File: config.mk
export PLATFORM = sky130hd
export DESIGN_NAME = spi_xfer_engine
export DESIGN_NICKNAME = d
export VERILOG_FILES = /design/src/rtl/spix_pkg.sv /design/src/rtl/spix_ctl.sv /design/src/rtl/spix_fifo.sv /design/src/rtl/spix_shifter.sv /design/src/rtl/spi_xfer_engine.sv
export SDC_FILE = /design/constraint.sdc
export NUM_CORES = 1
export LEC_CHECK = 0
export CORE_AREA = 8 8 111 113
export CTS_BUF_LIST = sky130_fd_sc_hd__clkbuf_16
export CTS_CLUSTER_DIAMETER = 60
export CTS_CLUSTER_SIZE = 25
export DETAILED_ROUTE_END_ITERATION = 10
export DIE_AREA = 0 0 119 121
export GPL_ROUTABILITY_DRIVEN = 0
export HOLD_SLACK_MARGIN = 0.08
export PLACE_DENSITY = 0.72
export SLEW_MARGIN = 20
export SYNTH_ARGS = -nofsm -noshare
export SYNTH_HDL_FRONTEND = slang
export SYNTH_SLANG_ARGS = --single-unit
File: constraint.sdc
create_clock -name clk -period 3.3 [get_ports clk]
set_input_delay 0.495 -clock clk [delete_from_list [all_inputs] [get_ports clk]]
set_output_delay 0.495 -clock clk [all_outputs]
set_load 0.005 [all_outputs]
File: src/rtl/spix_pkg.sv
package spix_pkg;

    localparam int unsigned CFG_W     = 8;
    localparam int unsigned B_HALT    = 0;
    localparam int unsigned B_SLEEP   = 1;
    localparam int unsigned B_TXBYP   = 2;
    localparam int unsigned B_RXBYP   = 3;
    localparam int unsigned B_TXCLR   = 4;
    localparam int unsigned B_RXCLR   = 5;
    localparam int unsigned B_DLY_LO  = 6;

    typedef struct packed {
        logic [1:0] dly;
        logic       rx_byp;
        logic       tx_byp;
        logic       sleep;
        logic       halt;
    } spix_cfg_t;

    typedef enum logic [1:0] {
        ENG_IDLE = 2'd0,
        ENG_RUN  = 2'd1,
        ENG_FIN  = 2'd2
    } spix_eng_e;

    localparam spix_cfg_t CFG_RESET = '{dly: 2'b00, rx_byp: 1'b0, tx_byp: 1'b0,
                                        sleep: 1'b0, halt: 1'b1};

    // Reserved delay code collapses to the zero-delay setting.
    function automatic logic [1:0] legal_dly(input logic [1:0] raw);
        return (raw == 2'b11) ? 2'b00 : raw;
    endfunction

    function automatic logic [CFG_W-1:0] cfg_view(input spix_cfg_t c);
        return {c.dly, 2'b00, c.rx_byp, c.tx_byp, c.sleep, c.halt};
    endfunction

endpackage

File: src/rtl/spix_ctl.sv
module spix_ctl
    import spix_pkg::*;
(
    input  logic             clk,
    input  logic             rst,
    input  logic             we,
    input  logic [CFG_W-1:0] wdata,
    output spix_cfg_t        cfg,
    output logic [CFG_W-1:0] rdata,
    output logic             tx_flush,
    output logic             rx_flush
);

    always_ff @(posedge clk) begin
        if (rst) begin
            cfg <= CFG_RESET;
        end else if (we) begin
            cfg <= '{dly:    legal_dly(wdata[B_DLY_LO+1:B_DLY_LO]),
                     rx_byp: wdata[B_RXBYP],
                     tx_byp: wdata[B_TXBYP],
                     sleep:  wdata[B_SLEEP],
                     halt:   wdata[B_HALT]};
        end
    end

    assign rdata    = cfg_view(cfg);
    assign tx_flush = we & wdata[B_TXCLR];
    assign rx_flush = we & wdata[B_RXCLR];

endmodule

File: src/rtl/spix_fifo.sv
module spix_fifo #(
    parameter  int W     = 8,
    parameter  int DEPTH = 4,
    localparam int AW    = (DEPTH > 1) ? $clog2(DEPTH) : 1,
    localparam int LW    = $clog2(DEPTH + 1)
) (
    input  logic          clk,
    input  logic          rst,
    input  logic          flush,
    input  logic          bypass,
    input  logic          push,
    input  logic [W-1:0]  push_data,
    input  logic          pop,
    output logic [W-1:0]  head,
    output logic [LW-1:0] level,
    output logic          full,
    output logic          empty,
    output logic          push_rej,
    output logic          pop_rej
);

    logic [W-1:0]  mem [DEPTH];
    logic [AW-1:0] rd_q, wr_q;
    logic [LW-1:0] cnt_q;
    logic [LW-1:0] cap;
    logic          do_push, do_pop;

    // Single-buffer mode caps occupancy at one entry.
    assign cap      = bypass ? LW'(1) : LW'(DEPTH);
    assign full     = (cnt_q >= cap);
    assign empty    = (cnt_q == '0);
    assign do_push  = push & ~full & ~flush;
    assign do_pop   = pop & ~empty & ~flush;
    assign push_rej = push & full & ~flush;
    assign pop_rej  = pop & empty & ~flush;
    assign head     = mem[rd_q];
    assign level    = cnt_q;

    always_ff @(posedge clk) begin
        if (do_push) begin
            mem[wr_q] <= push_data;
        end
    end

    always_ff @(posedge clk) begin
        if (rst || flush) begin
            rd_q  <= '0;
            wr_q  <= '0;
            cnt_q <= '0;
        end else begin
            if (do_push) begin
                wr_q <= (wr_q == AW'(DEPTH - 1)) ? '0 : wr_q + AW'(1);
            end
            if (do_pop) begin
                rd_q <= (rd_q == AW'(DEPTH - 1)) ? '0 : rd_q + AW'(1);
            end
            cnt_q <= cnt_q + LW'(do_push) - LW'(do_pop);
        end
    end

endmodule

File: src/rtl/spix_shifter.sv
module spix_shifter
    import spix_pkg::*;
#(
    parameter  int DATA_W = 8,
    parameter  int DIV    = 4,
    localparam int HALF   = DIV / 2,
    localparam int HW     = (HALF > 1) ? $clog2(HALF) : 1,
    localparam int EW     = $clog2(2 * DATA_W + 1)
) (
    input  logic              clk,
    input  logic              rst,
    input  logic              en,
    input  logic              halt,
    input  logic [1:0]        dly_in,
    input  logic              tx_avail,
    input  logic [DATA_W-1:0] tx_head,
    output logic              tx_pop,
    output logic              rx_push,
    output logic [DATA_W-1:0] rx_word,
    output logic              busy,
    output logic              sck,
    output logic              mosi,
    input  logic              miso,
    output logic              cs_n
);

    localparam logic [EW-1:0] LAST_EDGE = EW'(2 * DATA_W - 1);
    localparam logic [HW-1:0] DIV_TOP   = HW'(HALF - 1);

    spix_eng_e         state_q;
    logic [HW-1:0]     div_q;
    logic [EW-1:0]     edge_q;
    logic              sck_q, cs_n_q;
    logic [DATA_W-1:0] tx_sh, rx_sh;
    logic [1:0]        dly_q;
    logic              s1_q, s2_q;
    logic              tick, rise, fall, start, capture;

    assign tick  = (state_q == ENG_RUN) && (div_q == DIV_TOP);
    assign rise  = tick & ~sck_q;
    assign fall  = tick & sck_q;
    assign start = (state_q == ENG_IDLE) && tx_avail && !halt;

    // Capture strobe follows the rising edge by the latched delay.
    always_comb begin
        unique case (dly_q)
            2'd1:    capture = s1_q;
            2'd2:    capture = s2_q;
            default: capture = rise;
        endcase
    end

    always_ff @(posedge clk) begin
        if (rst) begin
            state_q <= ENG_IDLE;
            div_q   <= '0;
            edge_q  <= '0;
            sck_q   <= 1'b0;
            cs_n_q  <= 1'b1;
            tx_sh   <= '0;
            rx_sh   <= '0;
            dly_q   <= '0;
            s1_q    <= 1'b0;
            s2_q    <= 1'b0;
        end else if (en) begin
            s1_q <= rise;
            s2_q <= s1_q;
            if (capture) begin
                rx_sh <= {rx_sh[DATA_W-2:0], miso};
            end
            unique case (state_q)
                ENG_IDLE: begin
                    if (start) begin
                        tx_sh   <= tx_head;
                        dly_q   <= dly_in;
                        cs_n_q  <= 1'b0;
                        div_q   <= '0;
                        edge_q  <= '0;
                        sck_q   <= 1'b0;
                        state_q <= ENG_RUN;
                    end
                end
                ENG_RUN: begin
                    if (tick) begin
                        div_q  <= '0;
                        sck_q  <= ~sck_q;
                        edge_q <= edge_q + EW'(1);
                        if (fall) begin
                            tx_sh <= {tx_sh[DATA_W-2:0], 1'b0};
                        end
                        if (edge_q == LAST_EDGE) begin
                            state_q <= ENG_FIN;
                        end
                    end else begin
                        div_q <= div_q + HW'(1);
                    end
                end
                ENG_FIN: begin
                    cs_n_q  <= 1'b1;
                    state_q <= ENG_IDLE;
                end
                default: state_q <= ENG_IDLE;
            endcase
        end
    end

    assign tx_pop  = en & start;
    assign rx_push = en & (state_q == ENG_FIN);
    assign rx_word = rx_sh;
    assign busy    = (state_q != ENG_IDLE);
    assign sck     = sck_q;
    assign cs_n    = cs_n_q;
    assign mosi    = tx_sh[DATA_W-1];

endmodule

File: src/rtl/spi_xfer_engine.sv
module spi_xfer_engine
    import spix_pkg::*;
#(
    parameter  int DATA_W = 8,
    parameter  int DEPTH  = 4,
    parameter  int DIV    = 4,
    localparam int LW     = $clog2(DEPTH + 1)
) (
    input  logic              clk,
    input  logic              rst,
    input  logic              cfg_we,
    input  logic [CFG_W-1:0]  cfg_wdata,
    output logic [CFG_W-1:0]  cfg_rdata,
    input  logic              tx_push,
    input  logic [DATA_W-1:0] tx_data,
    output logic              tx_full,
    output logic [LW-1:0]     tx_level,
    input  logic              rx_pop,
    output logic [DATA_W-1:0] rx_data,
    output logic              rx_empty,
    output logic              rx_full,
    output logic [LW-1:0]     rx_level,
    output logic              err_misuse,
    output logic              err_overrun,
    output logic              busy,
    output logic              sck,
    output logic              mosi,
    input  logic              miso,
    output logic              cs_n
);

    spix_cfg_t         cfg;
    logic              tx_flush, rx_flush;
    logic              tx_empty, tx_pop, tx_push_rej, tx_pop_rej;
    logic [DATA_W-1:0] tx_head, rx_word;
    logic              rx_push, rx_push_rej, rx_pop_rej;

    spix_ctl u_ctl (
        .clk      (clk),
        .rst      (rst),
        .we       (cfg_we),
        .wdata    (cfg_wdata),
        .cfg      (cfg),
        .rdata    (cfg_rdata),
        .tx_flush (tx_flush),
        .rx_flush (rx_flush)
    );

    spix_fifo #(.W(DATA_W), .DEPTH(DEPTH)) u_txq (
        .clk       (clk),
        .rst       (rst),
        .flush     (tx_flush),
        .bypass    (cfg.tx_byp),
        .push      (tx_push),
        .push_data (tx_data),
        .pop       (tx_pop),
        .head      (tx_head),
        .level     (tx_level),
        .full      (tx_full),
        .empty     (tx_empty),
        .push_rej  (tx_push_rej),
        .pop_rej   (tx_pop_rej)
    );

    spix_fifo #(.W(DATA_W), .DEPTH(DEPTH)) u_rxq (
        .clk       (clk),
        .rst       (rst),
        .flush     (rx_flush),
        .bypass    (cfg.rx_byp),
        .push      (rx_push),
        .push_data (rx_word),
        .pop       (rx_pop),
        .head      (rx_data),
        .level     (rx_level),
        .full      (rx_full),
        .empty     (rx_empty),
        .push_rej  (rx_push_rej),
        .pop_rej   (rx_pop_rej)
    );

    spix_shifter #(.DATA_W(DATA_W), .DIV(DIV)) u_eng (
        .clk      (clk),
        .rst      (rst),
        .en       (~cfg.sleep),
        .halt     (cfg.halt),
        .dly_in   (cfg.dly),
        .tx_avail (~tx_empty),
        .tx_head  (tx_head),
        .tx_pop   (tx_pop),
        .rx_push  (rx_push),
        .rx_word  (rx_word),
        .busy     (busy),
        .sck      (sck),
        .mosi     (mosi),
        .miso     (miso),
        .cs_n     (cs_n)
    );

    always_ff @(posedge clk) begin
        if (rst) begin
            err_misuse  <= 1'b0;
            err_overrun <= 1'b0;
        end else begin
            if (tx_push_rej || tx_pop_rej || rx_pop_rej) begin
                err_misuse <= 1'b1;
            end
            if (rx_push_rej) begin
                err_overrun <= 1'b1;
            end
        end
    end

endmodule

=== Word-level counts from Yosys, hierarchy flattened ===
Memories as Yosys holds them, arrays and structs flattened. A register that Yosys moved wholly into a read port is not among the register bits.
Index checks and enable logic that the tools add are counted.
W data, S select, Z words.

* $add $sub $neg: 10
* $lt $le $gt $ge: 2
* Equality and inequality tests: 14
* Mux-type cells: 33
* Bitwise gates (word level): 30
* Reductions and logical operators: 21

{| class="wikitable"
|+ Operators by type and width
! cell !! number
|-
| $mux W2 || 12
|-
| $mux W8 || 3
|-
| $and A1 B1 Y1 || 22
|-
| $pmux W8 S2 || 1
|-
| $eq A2 B2 Y1 const B || 7
|-
| $mux W5 || 2
|-
| $pmux W5 S2 || 1
|-
| $reduce_and A3 Y1 || 3
|-
| $add A2 B1 Y2 const B || 4
|-
| $not A1 Y1 || 8
|-
| $pmux W1 S2 || 4
|-
| $reduce_and A4 Y1 || 2
|-
| $mux W1 || 7
|-
| $add A3 B1 Y3 || 2
|-
| $ge A3 B3 Y1 || 2
|-
| $logic_not A3 Y1 || 2
|-
| $mux W3 || 2
|-
| $ne A2 B1 Y1 const B || 3
|-
| $reduce_bool A2 Y1 || 3
|-
| $sub A3 B1 Y3 || 2
|-
| $add A5 B1 Y5 const B || 1
|-
| $eq A5 B4 Y1 const B || 1
|-
| $reduce_and A5 Y1 || 1
|-
| $eq A2 B1 Y1 const B || 2
|-
| other kinds (8) || 13
|}

* Bits in registers: 52
* Bits in writable memories: 64
* Input bits: 22
* Word-level logic and storage cells: 135
* Memories: 2

{| class="wikitable"
|+ Memories
! memory !! depth !! bits a word !! read ports !! clocked after Yosys merged registers in !! write ports !! RTL line !! text
|-
| u_rxq.mem || 4 || 8 || 1 || 1 || 1 || spix_fifo.sv:22 || <nowiki>logic [W-1:0] mem [DEPTH];</nowiki>
|-
| u_txq.mem || 4 || 8 || 1 || 1 || 1 || spix_fifo.sv:22 ||
|}

=== Longest topological paths before layout ===
* Depth after elaboration: 9
* Mapped depth: 11

=== Modules after synthesis ===
Synthesis repeated with hierarchy kept, for this count alone.

* Cells, all modules: 396
* Area total of the unflattened synthesis: 5,200.0 µm²

{| class="wikitable"
|+ Modules (own cells, without submodules)
! module !! instances !! cells an instance !! area each (µm²) !! sequential area each (µm²)
|-
| spix_fifo || 2 || 103 || 1,716.6 || 1,141.1
|-
| spix_shifter || 1 || 150 || 1,398.8 || 600.6
|-
| spix_ctl || 1 || 32 || 302.8 || 120.1
|-
| spi_xfer_engine || 1 || 8 || 65.1 || 40.0
|}

=== Worst setup path after synthesis ===
Ideal clock, no wire load.

* Kind: register -> register
* Start point: register u_eng.state_q[1]
* End point: register u_txq.cnt_q[1], in the netlist u_txq.level[1]
* Setup time: 115 ps
* Arrival: 2,425 ps
* Data required time: 3,185 ps
* Slack: 760 ps
* Stages on the path, launching flop included: 11
* Period minus slack after synthesis: 2,540 ps
* Path through: dfxtp_1 buf_4 or2_1 or4_1 clkbuf_1 a21oi_1 ha_1 inv_1 ha_1 fa_1 and2_1

* Longest elaborated chain between the ends: 7

{| class="wikitable"
|+ RTL lines
! what !! RTL line !! text
|-
| start, declared || spix_shifter.sv:30 || <nowiki>spix_eng_e state_q;</nowiki>
|-
| start signal, assigned || spix_shifter.sv:55 || <nowiki>state_q <= ENG_IDLE;</nowiki>
|-
| start signal, assigned || spix_shifter.sv:80 || <nowiki>state_q <= ENG_RUN;</nowiki>
|-
| start signal, assigned || spix_shifter.sv:92 || <nowiki>state_q <= ENG_FIN;</nowiki>
|-
| $logic_not A2 Y1 || spix_shifter.sv:42 || <nowiki>assign start = (state_q == ENG_IDLE) && tx_avail && !halt;</nowiki>
|-
| $logic_and A1 B1 Y1 (2 in series) || spix_shifter.sv:42 ||
|-
| $and A1 B1 Y1 || spix_shifter.sv:107 || <nowiki>assign tx_pop = en & start;</nowiki>
|-
| $and A1 B1 Y1 (2 in series) || spix_fifo.sv:33 || <nowiki>assign do_pop = pop & ~empty & ~flush;</nowiki>
|-
| net u_txq.do_pop || spix_fifo.sv:26 || <nowiki>logic do_push, do_pop;</nowiki>
|-
| $sub A3 B1 Y3 || spix_fifo.sv:57 || <nowiki>cnt_q <= cnt_q + LW'(do_push) - LW'(do_pop);</nowiki>
|-
| end signal, assigned || spix_fifo.sv:57 ||
|-
| end, declared || spix_fifo.sv:24 || <nowiki>logic [LW-1:0] cnt_q;</nowiki>
|}

The timed path passes the listed nets, and every way through them passes these cells.
A chain may end at the register's enable or synchronous reset.

=== Final worst setup path ===
* Start point: register u_txq.cnt_q[0], in the netlist u_txq.level[0]
* End point: output port tx_full

* Longest elaborated chain between the ends: 1

{| class="wikitable"
|+ RTL lines
! what !! RTL line !! text
|-
| $ge A3 B3 Y1 || spix_fifo.sv:30 || <nowiki>assign full = (cnt_q >= cap);</nowiki>
|-
| end, declared || spi_xfer_engine.sv:16 || <nowiki>output logic tx_full,</nowiki>
|}

Every way passes these cells.

==> flow_summary.yaml <==
synth:
  async_flop_share: 0
  synth_top_cells_by_area: "edfxtp_1 38%, dfxtp_1 22%, ha_1 5.4%, mux2i_1 4.3%, mux4_2 4.0%"
  syn_area_per_cell_um2: 12.74
  synth_edf_count: 64
  synth_ff_type: "edfxtp_1"
  synth_most_common_cell: "edfxtp_1"
  ys_seq_area_frac: 0.5942
  synth_common_cells: "64 x edfxtp_1, 56 x dfxtp_1, 28 x a21oi_1"
  yosysTopAreaCellShare: 0.3753
  synth_area_um2: 5121
  ys_types: 51
  synth_top_area_cell: "edfxtp_1"
  yosysWarningCount: 0
  synthCells: 402
  ys_ff_latch: 120
timing:
  max-slew-margin-rel: 0.4686
  finClkSkew_ns: 0.007021
  worstMarginPinSlew_ns: 0.7946
  finalMaxSlewViolations: 0
  finalSetupViolCount: 0
  rsz0062_at_grt: "no"
  fin_crit_sh: 0.8133
  tns_ns: 0
  hold_viol_final: 0
  fmax_mhz: 372.6
  min_period_ns: 2.684
outcome:
  outcome: "finished, final reports clean"
power:
  switching_share: 0.2148
  p_int_w: 0.003127
  switchingPower_w: 0.0008554
  p_comb_frac: 0.086
  power_density_nw_per_um2: 627.7
  clock_power_share: 0.496
  p_seq_frac: 0.418
  ir_drop_v: 0.0003993
  leakage_nw: 2.215
grt:
  grt_pass1_wl_um: 16630
  antenna_found_initial: 0
  grt_start_max_net_pins: 25
  grt_usage: 0.1473
  grt_pass1_vias: 3382
  grt-ovfl-total: 0
clock_network:
  cts_tree: "built"
  cts_setup_buffers: 0
  clock_latency_ns: 0.41
  clock-sinks: 120
  cts_hold_buf: 0
  cts.clk_slew.worst_paths_ns: 0.06
  cts_buffers: 17
  clockBufferDepth: 2
  cts_resized: 0
  cts_root_buf: "clkbuf_16"
  htree_levels: 4
worst_setup_path:
  worstPathMaxFanout: 3
  path_class: "reg -> out"
  crit_arrival_ns: 2.19
  cp-start-kind: "flop"
  critPathMaxStageDelay_ns: 0.47
  worst_path_max_delay_cell: "clkdlybuf4s50_1"
  cp.required_ns: 2.80
  path_cells: "inv_1 -> ha_1 -> or3b_1 -> a21o_1 -> clkdlybuf4s50_1"
  critPathCaptureType: "output port"
drt:
  postRouteAntennaNets: 0
  post_drt_via_cell_ratio: 5.225
  vias: 3161
  firstDrtPassIters: 4
  wl_per_cell_um: 16.38
  drc: 0
  wirelength_um: 9907
  drt_first_iter_violations: 189
finish:
  drive_gt1_frac: 0.1333
  syn2layout_area_growth_pct: 23.89
  diodes: 0
  finish.utilization: 0.5984
  nNetsFinal: 498
  fillers: 839
floorplanning:
  fp.dieH_um: 121
  die_w_um: 119
  row_count: 38
  pin_count: 53
  core_um2: 10600
  die_area_um2: 14400
  initial_core_util: 0.4830
place:
  hpwl_um: 6809
  placement.io_buffers: 50
flow_run:
  cap_viol_max_count: 0
hold_path:
  hold_class: "reg -> reg"
-- power by group through the flow --
stage               logic, W  clock network (W)  registers [W]
global route        0.000378            0.00208        0.00167
global placement    0.000335                  0        0.00169
detailed placement  0.000343                  0        0.00169
CTS                 0.000347            0.00200        0.00166
floorplan           0.000215                  0        0.00168
finish              0.000342            0.00198        0.00166
-- cells by family (layout without fill, tap and decap cells) --
| group | Yosys count | count (layout) | synth area share |
|---|---|---|---|
| AO/OA/AOI/OAI | 57 | 57 | 0.07500 |
| adder cells (fa/ha/maj) | 24 | 24 | 0.06157 |
| flip-flops | 120 | 120 | 0.5942 |
| XOR/XNOR | 4 | 4 | 0.006840 |
| buffers and inverters | 41 | 103 | 0.03665 |
| other | 1 | 2 | 0.0007323 |
| multiplexers | 39 | 39 | 0.1002 |
| AND/OR/NAND/NOR | 116 | 116 | 0.1248 |
-- registers in the layout, indices dropped and copies added, names as in the netlist, 2 cells and up, named ones only --
| name | count |
|---|---|
| u_ctl.cfg | 6 |
| u_eng.dly_q | 2 |
| u_eng.edge_q | 5 |
| u_eng.rx_word | 8 |
| u_eng.state_q | 2 |
| u_eng.tx_sh | 8 |
| u_rxq.level | 3 |
| u_rxq.mem | 32 |
| u_rxq.rd_q | 2 |
| u_rxq.wr_q | 2 |
| u_txq.level | 3 |
| u_txq.mem | 32 |
| u_txq.rd_q | 2 |
| u_txq.wr_q | 2 |
-- area by class of cell --
cell class,instances,area (µm²),share of cell area
Sequential cell,120,3043,0.4796
Multi-Input combinational cell,242,1894,0.2986
Timing Repair Buffer,55,538.0,0.08480
Clock buffer,17,425.4,0.06705
Clock inverter,15,209.0,0.03293
Tap cell,140,175.2,0.02761
Inverter,16,60.06,0.009466
-- per-stage QoR --
step,power [W],worst slack (ns),instances,instance area (µm²),hold WS (ns)
after global placement,0.002027,0.6400,573,5710,0.4644
final,0.003982,0.6161,605,6345,0.4811
after CTS,0.004015,0.5860,605,6345,0.4799
after detailed placement,0.002037,0.5775,573,5710,0.4734
after global routing,0.004128,0.4747,605,6345,0.5056
after floorplan,0.001891,0.7596,403,5125,0.4483
-- routing by layer --
layer / vias up / wire length [µm] / global-route usage
li1: 1562 / - / -
met1: 1529 / 4014 / 0.1536
met2: 56 / 5345 / 0.2631
met3: 14 / 430 / 0.05863
met4: 0 / 116 / 0.05375
met5: - / 0 / 0
-- critical path: cells and delay by family (launching register included) --
family / cells / cell delay (ns)
buffers and inverters: 2 / 0.55
AND/OR/NAND/NOR: 1 / 0.38
flip-flops: 1 / 0.36
adder cells (fa/ha/maj): 1 / 0.29
AO/OA/AOI/OAI: 1 / 0.21
-- cells in the final DEF (no fill, tap or decap), types with 5 or more instances in the layout --
master / Yosys / final
o21ai_0: 5 / 5
nor3_1: 19 / 19
and2_1: 14 / 14
a311oi_1: 7 / 7
a21oi_1: 28 / 28
inv_1: 16 / 17
nand2_1: 16 / 16
nand2b_1: 14 / 14
edfxtp_1: 64 / 64
nand3_1: 11 / 11
mux4_2: 9 / 9
dfxtp_1: 56 / 56
nor2_1: 18 / 18
buf_4: 6 / 5
clkbuf_16: 0 / 17
mux2_2: 8 / 8
ha_1: 22 / 22
mux2i_1: 22 / 22
bufinv_16: 0 / 5
clkdlybuf4s50_1: 0 / 50
-- final timing paths --
| kind | end | startpoint | slack [ns] | cells past startpoint |
|---|---|---|---|---|
| worst min register to register | u_eng.edge_q[1]$_SDFFE_PP0P_ | u_eng.edge_q[1]$_SDFFE_PP0P_ | 0.48 | 2 |
| worst min-delay path | u_eng.edge_q[1]$_SDFFE_PP0P_ | u_eng.edge_q[1]$_SDFFE_PP0P_ | 0.48 | 2 |
| worst max register to register | u_txq.level[2]$_SDFF_PP0_ | u_txq.level[1]$_SDFF_PP0_ | 0.62 | 9 |
| worst max-delay path | tx_full | u_txq.level[0]$_SDFF_PP0_ | 0.62 | 5 |
No activity file was read; power rests on OpenSTA's default activity.
